`src/rtl/evtRegsPkg.sv`:
```
package evtRegsPkg;
  localparam int DATA_W   = 16;
  localparam int NUM_EVT  = 3;
  localparam int STAT_LSB = 10;
  localparam int SUM_BIT  = 15;
  localparam int TEST_BIT = 3;

  typedef struct packed {
    logic selCtrl;
    logic selStat;
    logic ctrlWr;
    logic statClr;
  } regStrb_t;
endpackage

```
`src/rtl/evtRegsCtrl.sv`:
```
module evtRegsCtrl
  import evtRegsPkg::*;
#(
  parameter int ADDR_W    = 4,
  parameter int CTRL_ADDR = 0,
  parameter int STAT_ADDR = 2
) (
  input  logic [ADDR_W-1:0] regAddr,
  input  logic              regWrEn,
  output regStrb_t          strb
);
  localparam logic [ADDR_W-1:0] CtrlA = ADDR_W'(CTRL_ADDR);
  localparam logic [ADDR_W-1:0] StatA = ADDR_W'(STAT_ADDR);

  always_comb begin
    strb.selCtrl = (regAddr == CtrlA);
    strb.selStat = (regAddr == StatA);
    strb.ctrlWr  = regWrEn && strb.selCtrl;
    strb.statClr = regWrEn && strb.selStat;
  end

  always_comb begin
    AST_STRB_EXCL: assert (!(strb.ctrlWr && strb.statClr));
  end
endmodule

```
`src/rtl/evtRegsDatapath.sv`:
```
module evtRegsDatapath
  import evtRegsPkg::*;
(
  input  logic               clk,
  input  logic               rstN,
  input  regStrb_t           strb,
  input  logic [DATA_W-1:0]  regWrData,
  input  logic [NUM_EVT-1:0] evtIn,
  output logic [DATA_W-1:0]  regRdData,
  output logic               serviceOut
);
  localparam int CTRL_W = TEST_BIT + 1;

  logic [CTRL_W-1:0]  ctrlBits;
  logic [NUM_EVT-1:0] statBits;
  logic [NUM_EVT-1:0] ieBits;
  logic [NUM_EVT-1:0] evtEff;
  logic               testOn;

  assign ieBits = ctrlBits[NUM_EVT-1:0];
  assign testOn = ctrlBits[TEST_BIT];
  assign evtEff = evtIn | {NUM_EVT{testOn}};

  always_ff @(posedge clk) begin
    if (!rstN) ctrlBits <= '0;
    else if (strb.ctrlWr) ctrlBits <= regWrData[CTRL_W-1:0];
  end

  for (genvar i = 0; i < NUM_EVT; i++) begin : gStat
    always_ff @(posedge clk) begin
      if (!rstN) statBits[i] <= 1'b0;
      else if (evtEff[i]) statBits[i] <= 1'b1;
      else if (strb.statClr && regWrData[STAT_LSB+i]) statBits[i] <= 1'b0;
    end

    AST_EVT_SETS: assert property (@(posedge clk) disable iff (!rstN)
      evtIn[i] |=> statBits[i]);
    AST_STICKY: assert property (@(posedge clk) disable iff (!rstN)
      (statBits[i] && !(strb.statClr && regWrData[STAT_LSB+i])) |=> statBits[i]);
  end

  always_ff @(posedge clk) begin
    if (!rstN) serviceOut <= 1'b0;
    else serviceOut <= |(statBits & ieBits);
  end

  always_comb begin
    regRdData = '0;
    if (strb.selCtrl) regRdData[CTRL_W-1:0] = ctrlBits;
    else if (strb.selStat) begin
      regRdData[STAT_LSB +: NUM_EVT] = statBits;
      regRdData[SUM_BIT]             = |statBits;
    end
  end

  AST_TEST_FORCE: assert property (@(posedge clk) disable iff (!rstN)
    testOn |=> (&statBits));
  AST_SVC_QUIET: assert property (@(posedge clk) disable iff (!rstN)
    (statBits == '0) |=> !serviceOut);
  AST_SVC_FIRE: assert property (@(posedge clk) disable iff (!rstN)
    ((statBits & ieBits) != '0) |=> serviceOut);
  always_comb begin
    if (strb.selStat)
      AST_RSVD_ZERO: assert (regRdData[STAT_LSB-1:0] == '0 &&
                             regRdData[SUM_BIT-1:STAT_LSB+NUM_EVT] == '0);
  end
endmodule

```
`src/rtl/evtStatusRegs.sv`:
```
module evtStatusRegs
  import evtRegsPkg::*;
#(
  parameter int ADDR_W    = 4,
  parameter int CTRL_ADDR = 0,
  parameter int STAT_ADDR = 2
) (
  input  logic              clk,
  input  logic              rstN,
  input  logic [ADDR_W-1:0] regAddr,
  input  logic              regWrEn,
  input  logic [15:0]       regWrData,
  output logic [15:0]       regRdData,
  input  logic              evtFifoOvr,
  input  logic              evtIntOvr,
  input  logic              evtCellRx,
  output logic              serviceOut
);
  regStrb_t strb;

  evtRegsCtrl #(
    .ADDR_W(ADDR_W), .CTRL_ADDR(CTRL_ADDR), .STAT_ADDR(STAT_ADDR)
  ) ctrl_i (
    .regAddr(regAddr), .regWrEn(regWrEn), .strb(strb)
  );

  evtRegsDatapath dp_i (
    .clk(clk), .rstN(rstN), .strb(strb), .regWrData(regWrData),
    .evtIn({evtFifoOvr, evtIntOvr, evtCellRx}),
    .regRdData(regRdData), .serviceOut(serviceOut)
  );
endmodule

```
`config.mk`:
```
export PLATFORM = sky130hd
export DESIGN_NAME = evtStatusRegs
export DESIGN_NICKNAME = d
export VERILOG_FILES = /design/src/rtl/evtRegsPkg.sv /design/src/rtl/evtRegsCtrl.sv /design/src/rtl/evtRegsDatapath.sv /design/src/rtl/evtStatusRegs.sv
export SDC_FILE = /design/constraint.sdc
export NUM_CORES = 1
export LEC_CHECK = 0
export BUFFER_PORTS_ARGS = -buffer_cell sky130_fd_sc_hd__buf_4
export CAP_MARGIN = 20
export CELL_PAD_IN_SITES_DETAIL_PLACEMENT = 0
export CELL_PAD_IN_SITES_GLOBAL_PLACEMENT = 1
export CORE_ASPECT_RATIO = 1.4
export CORE_MARGIN = 2
export CORE_UTILIZATION = 23
export DETAILED_ROUTE_END_ITERATION = 8
export GPL_TIMING_DRIVEN = 0
export PLACE_DENSITY = 0.84
export SLEW_MARGIN = 25
export SYNTH_ARGS = -nofsm -noshare
export SYNTH_HDL_FRONTEND = slang
export SYNTH_SLANG_ARGS = --single-unit
export TNS_END_PERCENT = 5
```
`constraint.sdc`:
```
create_clock -name clk -period 1.1 [get_ports clk]
set_input_delay 0.055 -clock clk [delete_from_list [all_inputs] [get_ports clk]]
set_output_delay 0.055 -clock clk [all_outputs]
set_load 0.1 [all_outputs]
```
==> results of run 1 <==
[path summary, 6_finish.rpt]
kind | start | end | slack, ns | cells after the start
worst max-delay path | dp_i.statBits[0] | regRdData[15] | -0.07 | 2
worst min-delay path | regWrData[3] | dp_i.ctrlBits[3] | 0.05 | 3
worst max register to register | dp_i.statBits[0] | dp_i.statBits[0] | 0.23 | 3
worst min register to register | dp_i.ctrlBits[0] | dp_i.ctrlBits[0] | 0.47 | 2
[power by group]
part	leakage, nW	total, mW	switching [mW]	internal, mW
Combinational	0.322	0.287	0.190	0.0962
Sequential	0.0669	0.314	0.0120	0.302
Clock	0.0138	0.226	0.101	0.125
[what timing repair did]
item	4_1_cts	5_1_grt
gates cloned	0	0
setup buffers	0	1
endpoints found under the setup margin	8	8
hold endpoints to repair	3	0
hold buffers	3	0
gates resized for setup	14	11
pin swaps	0	1
[cells by family (layout without fill, tap and decap cells)]
logic type	after synthesis	count (layout)	synth area share (%)
AOI/OAI and AO/OA	8	8	12.5
muxes	4	4	8.36
other	1	8	0.783
and+or+nand+nor	25	25	29.2
buffers and inverters	10	42	15.7
DFF	8	8	33.4
[metrics by stage]
stage	hold WS, ns	setup slack (ns)
2_1_floorplan	0.154	-0.171
3_3_place_gp	0.241	-0.0858
3_5_place_dp	0.244	-0.0889
4_1_cts	0.0493	-0.0822
5_1_grt	0.0536	-0.0900
6_report	0.0472	-0.0654
[metal layers]
metal	part of all wire [%]	global-route usage (%)
met5	0	0
met4	3.0	8.04
met2	48	16.9
met1	40	12.7
met3	8.1	2.49
[cells in the final DEF, fill, tap and decap left out, types with 2 or more instances in the layout]
cell type / n
a31oi_1: 3
and2_1: 6
buf_12: 2
buf_4: 26
buf_6: 6
clkbuf_4: 4
conb_1: 8
dfxtp_1: 4
dfxtp_2: 3
dlygate4sd3_1: 3
mux2i_1: 4
nand2_1: 8
nor2_1: 4
nor3_4: 2
o31ai_1: 3
[sequential cells by signal (all words and copies together) (netlist names)]
name / cells
dp_i.serviceOut: 1
dp_i.ctrlBits: 4
dp_i.statBits: 3
[worst register-to-register path: cells and delay by family, from the launching register on]
| kind | cells | cell delay [ns] |
|---|---|---|
| AOI/OAI and AO/OA | 2 | 0.29 |
| buffers and inverters | 1 | 0.13 |
| DFF | 1 | 0.33 |
[layout make-up]
class                           instances  area, sq um
Clock buffer                            3         22.5
Sequential cell                         8          168
Multi-Input combinational cell         45          308
Timing Repair Buffer                   29          273
Buffer                                 10         82.6
Tap cell                               21         26.3
Fill cell                             201         1090
==> results.md, run 1 <==
* Nets at 123
* Violated checks: negative setup slack
* Crit-path leading delay family: compound AO/OA/AOI/OAI gates
* Root Buffer: clkbuf_4
* Non-Filler Instances at 116
* CP Cell Sequence: o31a_4 -> buf_12
* Leakage power at 0.403 nW
* ANT cells at 0
* # clock sinks at 8
* Gp weighted congestion at between 0.7 and 0.8
* CP bufs+invs at 1
* Worst setup margin at -0.0654 ns
* ANT nets after route at 0
* Mapped Cells at 56
* Fin. max-slew vios at 0
* #FFs+latches synth at 8
* Vias in the first global route at 485
* Worst VDD drop at 0.433 mV
* Core Region at just under 2000 sq um
* Placed Cells at 109
* Later-pin clock latency in the skew report at between 0.2 and 0.3 ns
* Synth Flop Type: dfxtp_1
* Setup TNS at -0.0654 ns
* Post-synth EDFFs at 0
* Via Count at roughly 500
* Clock Tree Buf Depth at 2
* Die height at 58.0 um
* Die ar. at 2470 sq um
* Synth area leader: dfxtp_1
* CTS tree: built
* Final hold vios at 0
* Initial antenna violation count at 0
* Yosys cell types at 18
* Drt total wl at 1.19 mm
* Num CTS Buffers at 3
* Hpwl dp at 911 um
* Outcome: finished, violations left
* Synth top area cells: dfxtp_1 33%, buf_4 13%, and2_1 9.1%, mux2i_1 8.4%, nand2_1 6.3%
* First-pass DRT Iterations at 4
* GRT Util Overall at approximately 11%
* CP Capture Type: output pin
* Layout Skew at 0.000545 ns
* Final period util at 106%
* RSZ-0062 raised after global routing: true
* Port buffer count at 25
* Area grow syn2layout at 83.6%
* Via density at 4.34
* Minimum clock period at ~1.2 ns
* CP Max Fanout at 4
* CP startpoint kind: flop
* Fraction of layout cells with a size suffix above 1 at roughly half
* Reg clk slew, reported paths at 0.05 ns
* Drc violations at 0
* Post-Syn Area at 479 sq um
* Starting Density at 24.3%
* Total power at 826 uW
* Wirelength per Cell at ~10 um
* Rows at 19
* Critical Path AT at 1.11 ns
* Pin count of the biggest net entering global routing at 11
* Largest stage delay, worst path at 0.35 ns
* Finished Cell Area at 880 sq um
* H-tree depth at 1
* Die span in x at 42.6 um
* Post-layout util at between 40 and 50%
* Syn_area_per_cell at between 8 and 9 sq um
* Worst EP required at 1.04 ns
* DP Area at 721 sq um
* DR iter-0 viols at 4
* Global-route wire length before repair at 2.00 mm
* Sequential fraction of the synthesis area at about a third
* Synth top area share at 33.4%
* Max Clock Freq at 0.858 GHz
* Slowest cell on crit path: o31a_4
* Ys Warns at 0
* Synth async-reset ratio at 0%
* Maxcap violations at 0
* Crit Path Category: reg -> out
* I/O Pins at 43
* Commonest cells in the netlist: 8 x buf_4, 8 x dfxtp_1, 8 x nand2_1
* GRT overflow at 0
* # setup viols final at 1
* Hold crit path type: in -> reg
* Cell Pwr Density at 939 nW/um^2
Note: power is estimated with default switching activity, not from simulation.
==> run 2: changes to the inputs <==
CORE_UTILIZATION = 21   (was 23)
PLACE_DENSITY = 0.81   (was 0.84)
clock period = 1 ns   (was 1.1 ns; I/O delays follow)
==> results.md, run 2 (synthesis gave the netlist of run 1 again) <==
* Initial antenna violation count at 0 (unchanged)
* FF-to-FF End: dp_i.serviceOut
* Drc violations at 0 (unchanged)
* Clk network pwr share at 26.4% (-1.0 points)
* Hold slack final at 0.0516 ns (+0.00436 ns)
* GRT Util Overall at 11.3% (+0.47 points)
* Leakage power at 0.425 nW (+5.3%)
* Fin. max-slew vios at 0 (unchanged)
* # setup viols final at 4 (+3)
* CP Cell Sequence: o31a_4 -> buf_12
* Via Count at 501 (-0.40%)
* ANT cells at 0 (unchanged)
* Most frequent cells in the layout: 27 x buf_4, 8 x nand2_1, 8 x conb_1
* First-pass DRT Iterations at 4 (unchanged)
* Vias in the first global route at 536 (+11%)
* Drt total wl at 1.32 mm (+11%)
* FF-to-FF Start: dp_i.statBits[1]
* Sequential Power Share at 37.7% (-0.3 points)
* Nets at 124 (+0.81%)
* Reg2Reg Depth at 3 (unchanged)
* Crit path launch: dp_i.statBits[0]
* Root Buffer: clkbuf_4
* Setup TNS at -0.254 ns (-0.189 ns)
* FILL cells at 200 (-0.50%)
* Hold crit path type: in -> reg
* Crit Path Category: reg -> out
* CP Capture Type: output pin
* Cell Pwr Density at 968 nW/um^2 (+3.1%)
* Pin count of the biggest net entering global routing at 11 (unchanged)
* Area grow syn2layout at 96.6%
* # clock sinks at 8 (unchanged)
* Global-route wire length before repair at 2.23 mm (+11%)
* Largest stage delay, worst path at 0.36 ns (about the same)
* CP endpoint: regRdData[15]
* Gp weighted congestion at 0.770 (+3.3%)
* Register area at 168 sq um (unchanged)
* Starting Density at 22.0% (-2.3 points)
* Via density at 4.25 (-2.1%)
* Die span in x at 44.4 um (+4.2%)
* Critical Path AT at 1.10 ns (about the same)
* Minimum clock period at between 1 and 1.5 ns
* Rows at 20 (+1)
* Wirelength per Cell at 11.2 um (+9.2%)
* Worst setup margin at -0.145 ns (-0.0799 ns)
* RSZ-0062 raised after global routing: true
* Worst EP required at 0.95 ns (-0.09 ns)
* Sw Pwr at 331 uW (+8.9%)
* Commonest non-fill, non-tap cell in the layout: buf_4
* ANT nets after route at 0 (unchanged)
* DP Area at 722 sq um (+0.17%)
* Max Clock Freq at 0.873 GHz
* Later-pin clock latency in the skew report at 0.25 ns (about the same)
* Finished Cell Area at 942 sq um (+7.1%)
* Outcome: finished, violations left
* Final hold vios at 0 (unchanged)
* Largest regs: dp_i.ctrlBits (4), dp_i.statBits (3), dp_i.serviceOut (1)
* Slowest cell on crit path: o31a_4
* Maxcap violations at 0 (unchanged)
* DR iter-0 viols at 10 (+6)
* Layout Skew at 0.000972 ns (+0.000426 ns)
* GRT overflow at 0 (unchanged)
* CP Max Fanout at 3 (-1)
* Num CTS Buffers at 3 (unchanged)
* I/O Pins at 43 (unchanged)
* Pint at 581 uW (+11%)
* Comb power frac at 35.9% (+1.2 points)
* H-tree depth at 1 (unchanged)
* CTS tree: built
* Core Region at 2180 sq um (+10%)
* Clock Tree Buf Depth at 2 (unchanged)
* Port buffer count at 25 (unchanged)
* Max FFs per register at 4 (unchanged)
* Final period util at 115%
* Area of the multi-input gates at 318 sq um (+3.3%)
* CP startpoint kind: flop
* Die height at 60.5 um (+4.3%)
* Pre-CTS setup slack at -0.141 ns (-0.0521 ns)
* R2R setup slack at 0.04 ns (-0.19 ns)
* Biggest register: dp_i.ctrlBits
* Worst VDD drop at 0.574 mV (+33%)
* Die ar. at 2690 sq um (+8.7%)
* Fraction of layout cells with a size suffix above 1 at 58.3% (+6.8 points)
* Violated checks: negative setup slack
* Reg clk slew, reported paths at 0.05 ns (about the same)
* Sw Share at 36.2% (-0.49 points)
run 2: worst min path at each step:
| stage | startpoint | endpoint | slack, ns | depth (start not counted) |
|---|---|---|---|---|
| after floorplan | regWrData[10] | dp_i.statBits[0] | 0.15 | 1 |
| after global placement | regWrData[10] | dp_i.statBits[0] | 0.24 | 2 |
| after detailed placement | regWrData[11] | dp_i.statBits[1] | 0.25 | 2 |
| after CTS | regWrData[2] | dp_i.ctrlBits[2] | 0.05 | 3 |
| after global routing | regWrData[3] | dp_i.ctrlBits[3] | 0.04 | 3 |
| final | regWrData[0] | dp_i.ctrlBits[0] | 0.05 | 3 |
run 2: stage by stage:
step | power, mW | cells | utilization [%]
floorplan | 0.561 | 63 | -
global placement | 0.629 | 110 | 33.2
detailed placement | 0.632 | 110 | 33.2
CTS | 0.918 | 118 | 42.3
global route | 0.977 | 118 | 43.3
finish | 0.912 | 118 | 43.3
run 2: layer usage:
| layer | up-vias | GRT usage, % | wire length (um) |
|---|---|---|---|
| met2 | 30 | 21.0 | 711 |
| li1 | 257 | - | - |
| met1 | 214 | 11.7 | 475 |
| met3 | 0 | 2.68 | 130 |
| met5 | - | 0 | 0 |
| met4 | 0 | 5.19 | 0 |
run 2: timing repair:
item	CTS	global route
hold buffers	3	0
endpoints found under the hold margin	3	0
setup endpoints to repair	8	9
setup buffers	2	0
resized for setup	33	8
pin swaps	1	0
run 2: power groups by stage:
| stage | clock (mW) | sequential [mW] | combinational (mW) |
|---|---|---|---|
| 2_1_floorplan | 0 | 0.347 | 0.214 |
| 3_3_place_gp | 0 | 0.348 | 0.281 |
| 3_5_place_dp | 0 | 0.349 | 0.283 |
| 4_1_cts | 0.256 | 0.343 | 0.319 |
| 5_1_grt | 0.286 | 0.345 | 0.346 |
| 6_report | 0.241 | 0.344 | 0.328 |
run 2: critical path, delay by kind of cell (launching register included):
| kind | cells | cell delay [ns] |
|---|---|---|
| AO/OA/AOI/OAI | 1 | 0.36 |
| flip-flops | 1 | 0.32 |
| buffers and inverters | 1 | 0.17 |
run 2: area by class of cell:
cell class                 count  area share, %
tap                           22           2.92
buffer                        10           8.37
timing repair buffer          30           34.8
clock buffer                   3           2.39
multi-input combinational     45           33.7
sequential                     8           17.8
==> run 3: changes to the inputs <==
CELL_PAD_IN_SITES_DETAIL_PLACEMENT = 1   (was 0)
CORE_ASPECT_RATIO = not set   (was 1.4)
==> results.md, run 3 (synthesis gave the netlist of run 1 again) <==
* Register area at 174 sq um (+3.7%)
* Global-route wire length before repair at 2.45 mm (+9.9%)
* Worst VDD drop at 0.483 mV (-16%)
* Minimum clock period at 1.15 ns (+0.00678 ns)
* Die height at 51.8 um (-14%)
* GRT met2 Usage at 24.6% (+3.6 points)
* DR iter-0 viols at 9 (-1)
* Via density at 4.40 (+3.6%)
* Worst setup margin at -0.152 ns (-0.00678 ns)
* I/O Pins at 43 (unchanged)
* Commonest non-fill, non-tap cell in the layout: buf_4
* Maxcap violations at 0 (unchanged)
* Biggest register: dp_i.ctrlBits
* FILL cells at 249 (+25%)
* CP startpoint kind: flop
* CP Capture Type: output pin
* Violated checks: negative setup slack
* Most frequent cells in the layout: 26 x buf_4, 8 x nand2_1, 8 x conb_1, 8 x buf_12
* Pin count of the biggest net entering global routing at 11 (unchanged)
* GR met3 Demand/Resource at 3.74% (+1.1 points)
* Pre-CTS setup slack at -0.198 ns (-0.0570 ns)
* Hold crit path type: in -> reg
* Root Buffer: clkbuf_4
* Critical Path AT at 1.10 ns (about the same)
* Area of the multi-input gates at 318 sq um (unchanged)
* Post-layout util at 44.7% (+1.4 points)
* Clock Tree Buf Depth at 2 (unchanged)
* Hold slack final at 0.0475 ns (-0.00411 ns)
* GRT overflow at 0 (unchanged)
* Reg clk slew, reported paths at 0.06 ns (about the same)
* Num CTS Buffers at 3 (unchanged)
* GRT Util Overall at 12.7% (+1.4 points)
* Global routing's busiest layer: met2
* Fraction of layout cells with a size suffix above 1 at 59.8% (+1.5 points)
* Max FFs per register at 4 (unchanged)
* # setup viols final at 4 (unchanged)
* ANT nets after route at 0 (unchanged)
* Rows at 17 (-15%)
* R2R setup slack at 0.06 ns (+0.02 ns)
* ANT cells at 0 (unchanged)
* Max Clock Freq at 0.868 GHz (-0.59%)
* Nets at 125 (+0.81%)
* Final hold vios at 0 (unchanged)
* Outcome: finished, violations left
* Reg2Reg Depth at 3 (unchanged)
* Gp weighted congestion at 0.772 (+0.35%)
* FF-to-FF End: dp_i.serviceOut
* # clock sinks at 8 (unchanged)
* Via Count at 550 (+9.8%)
* Fin. max-slew vios at 0 (unchanged)
* Leakage power at 0.435 nW (+2.4%)
* Min-Delay Path Depth at 3 (unchanged)
* Worst EP required at 0.95 ns (about the same)
* Cell Pwr Density at 944 nW/um^2 (-2.4%)
* Die span in x at 51.8 um (+17%)
* Wirelength per Cell at 12.2 um (+9.5%)
* Vias in the first global route at 532 (-0.75%)
* Drc violations at 0 (unchanged)
* FF-to-FF Start: dp_i.statBits[0]
* Finished Cell Area at 980 sq um (+4.0%)
* Hpwl dp at 1.14 mm
* First-pass DRT Iterations at 4 (unchanged)
* Port buffer count at 25 (unchanged)
* Starting Density at 21.9% (-0.14 points)
* RSZ-0062 raised after global routing: true
* Initial antenna violation count at 0 (unchanged)
* Core Region at 2190 sq um (+0.63%)
* DP Area at 729 sq um (+1.0%)
* Later-pin clock latency in the skew report at 0.25 ns (about the same)
* Crit Path Category: reg -> out
* Largest regs: dp_i.ctrlBits (4), dp_i.statBits (3), dp_i.serviceOut (1)
* Drt total wl at 1.53 mm (+16%)
* Hold EP: dp_i.ctrlBits[1]
* Layout Skew at 0.00648 ns (+0.00551 ns)
* Area grow syn2layout at 104%
* GRT met1 Usage at 12.9% (+1.2 points)
* Hold_sp: regWrData[1]
* Die ar. at 2680 sq um (-0.19%)
* Final period util at 115% (+0.68 points)
* CTS tree: built
* CP Max Fanout at 3 (unchanged)
* H-tree depth at 1 (unchanged)
## run 3: changes by cell type in the layout (fill, tap and decap cells not counted), sizes merged
| cell | before | now |
|---|---|---|
| buf | 36 | 37 |
## run 3: metrics by stage
step / TNS, ns / std cells / power [mW]
floorplan: -1.80 / 63 / 0.561
global placement: -1.33 / 116 / 0.630
detailed placement: -2.05 / 116 / 0.636
CTS: -0.256 / 125 / 0.927
global route: -0.383 / 125 / 0.963
finish: -0.230 / 125 / 0.925
## run 3: layout make-up
cell class,count,area share (%)
Clock buffer,3,2.30
Buffer,10,8.43
Tap cell,28,3.58
Sequential cell,8,17.8
Timing Repair Buffer,31,35.5
Multi-Input combinational cell,45,32.4
## run 3: timing repair
action	in CTS	in global routing
gates resized for setup	40	7
endpoints found under the hold margin	3	0
buffers inserted	3	0
hold buffers	3	0
pin swaps	1	1
setup endpoints to repair	8	8
## run 3: worst max-delay path by stage
stage | depth (start not counted) | from | to | slack [ns]
global placement | 5 | regAddr[0] | regRdData[15] | -0.15
CTS | 2 | dp_i.statBits[0] | regRdData[15] | -0.15
detailed placement | 4 | regAddr[1] | regRdData[3] | -0.20
global route | 2 | dp_i.statBits[0] | regRdData[15] | -0.18
floorplan | 2 | regAddr[1] | regRdData[0] | -0.26
finish | 2 | dp_i.statBits[0] | regRdData[15] | -0.15
## run 3: power breakdown
group	internal [mW]	switching, mW
combinational	0.119	0.217
clock	0.137	0.109
sequential	0.331	0.0114
## run 3: worst max-delay path, cell delays in order, from the launching register on
cell	delay [ns]
dfxtp_2	0.33
o31a_4	0.35
buf_12	0.17
## run 3: metal layers
layer,wire length (um),up-vias,share of wire (%)
li1,-,264,-
met5,0,-,0
met1,528,260,35
met3,116,0,7.6
met4,0,0,0
met2,882,26,58
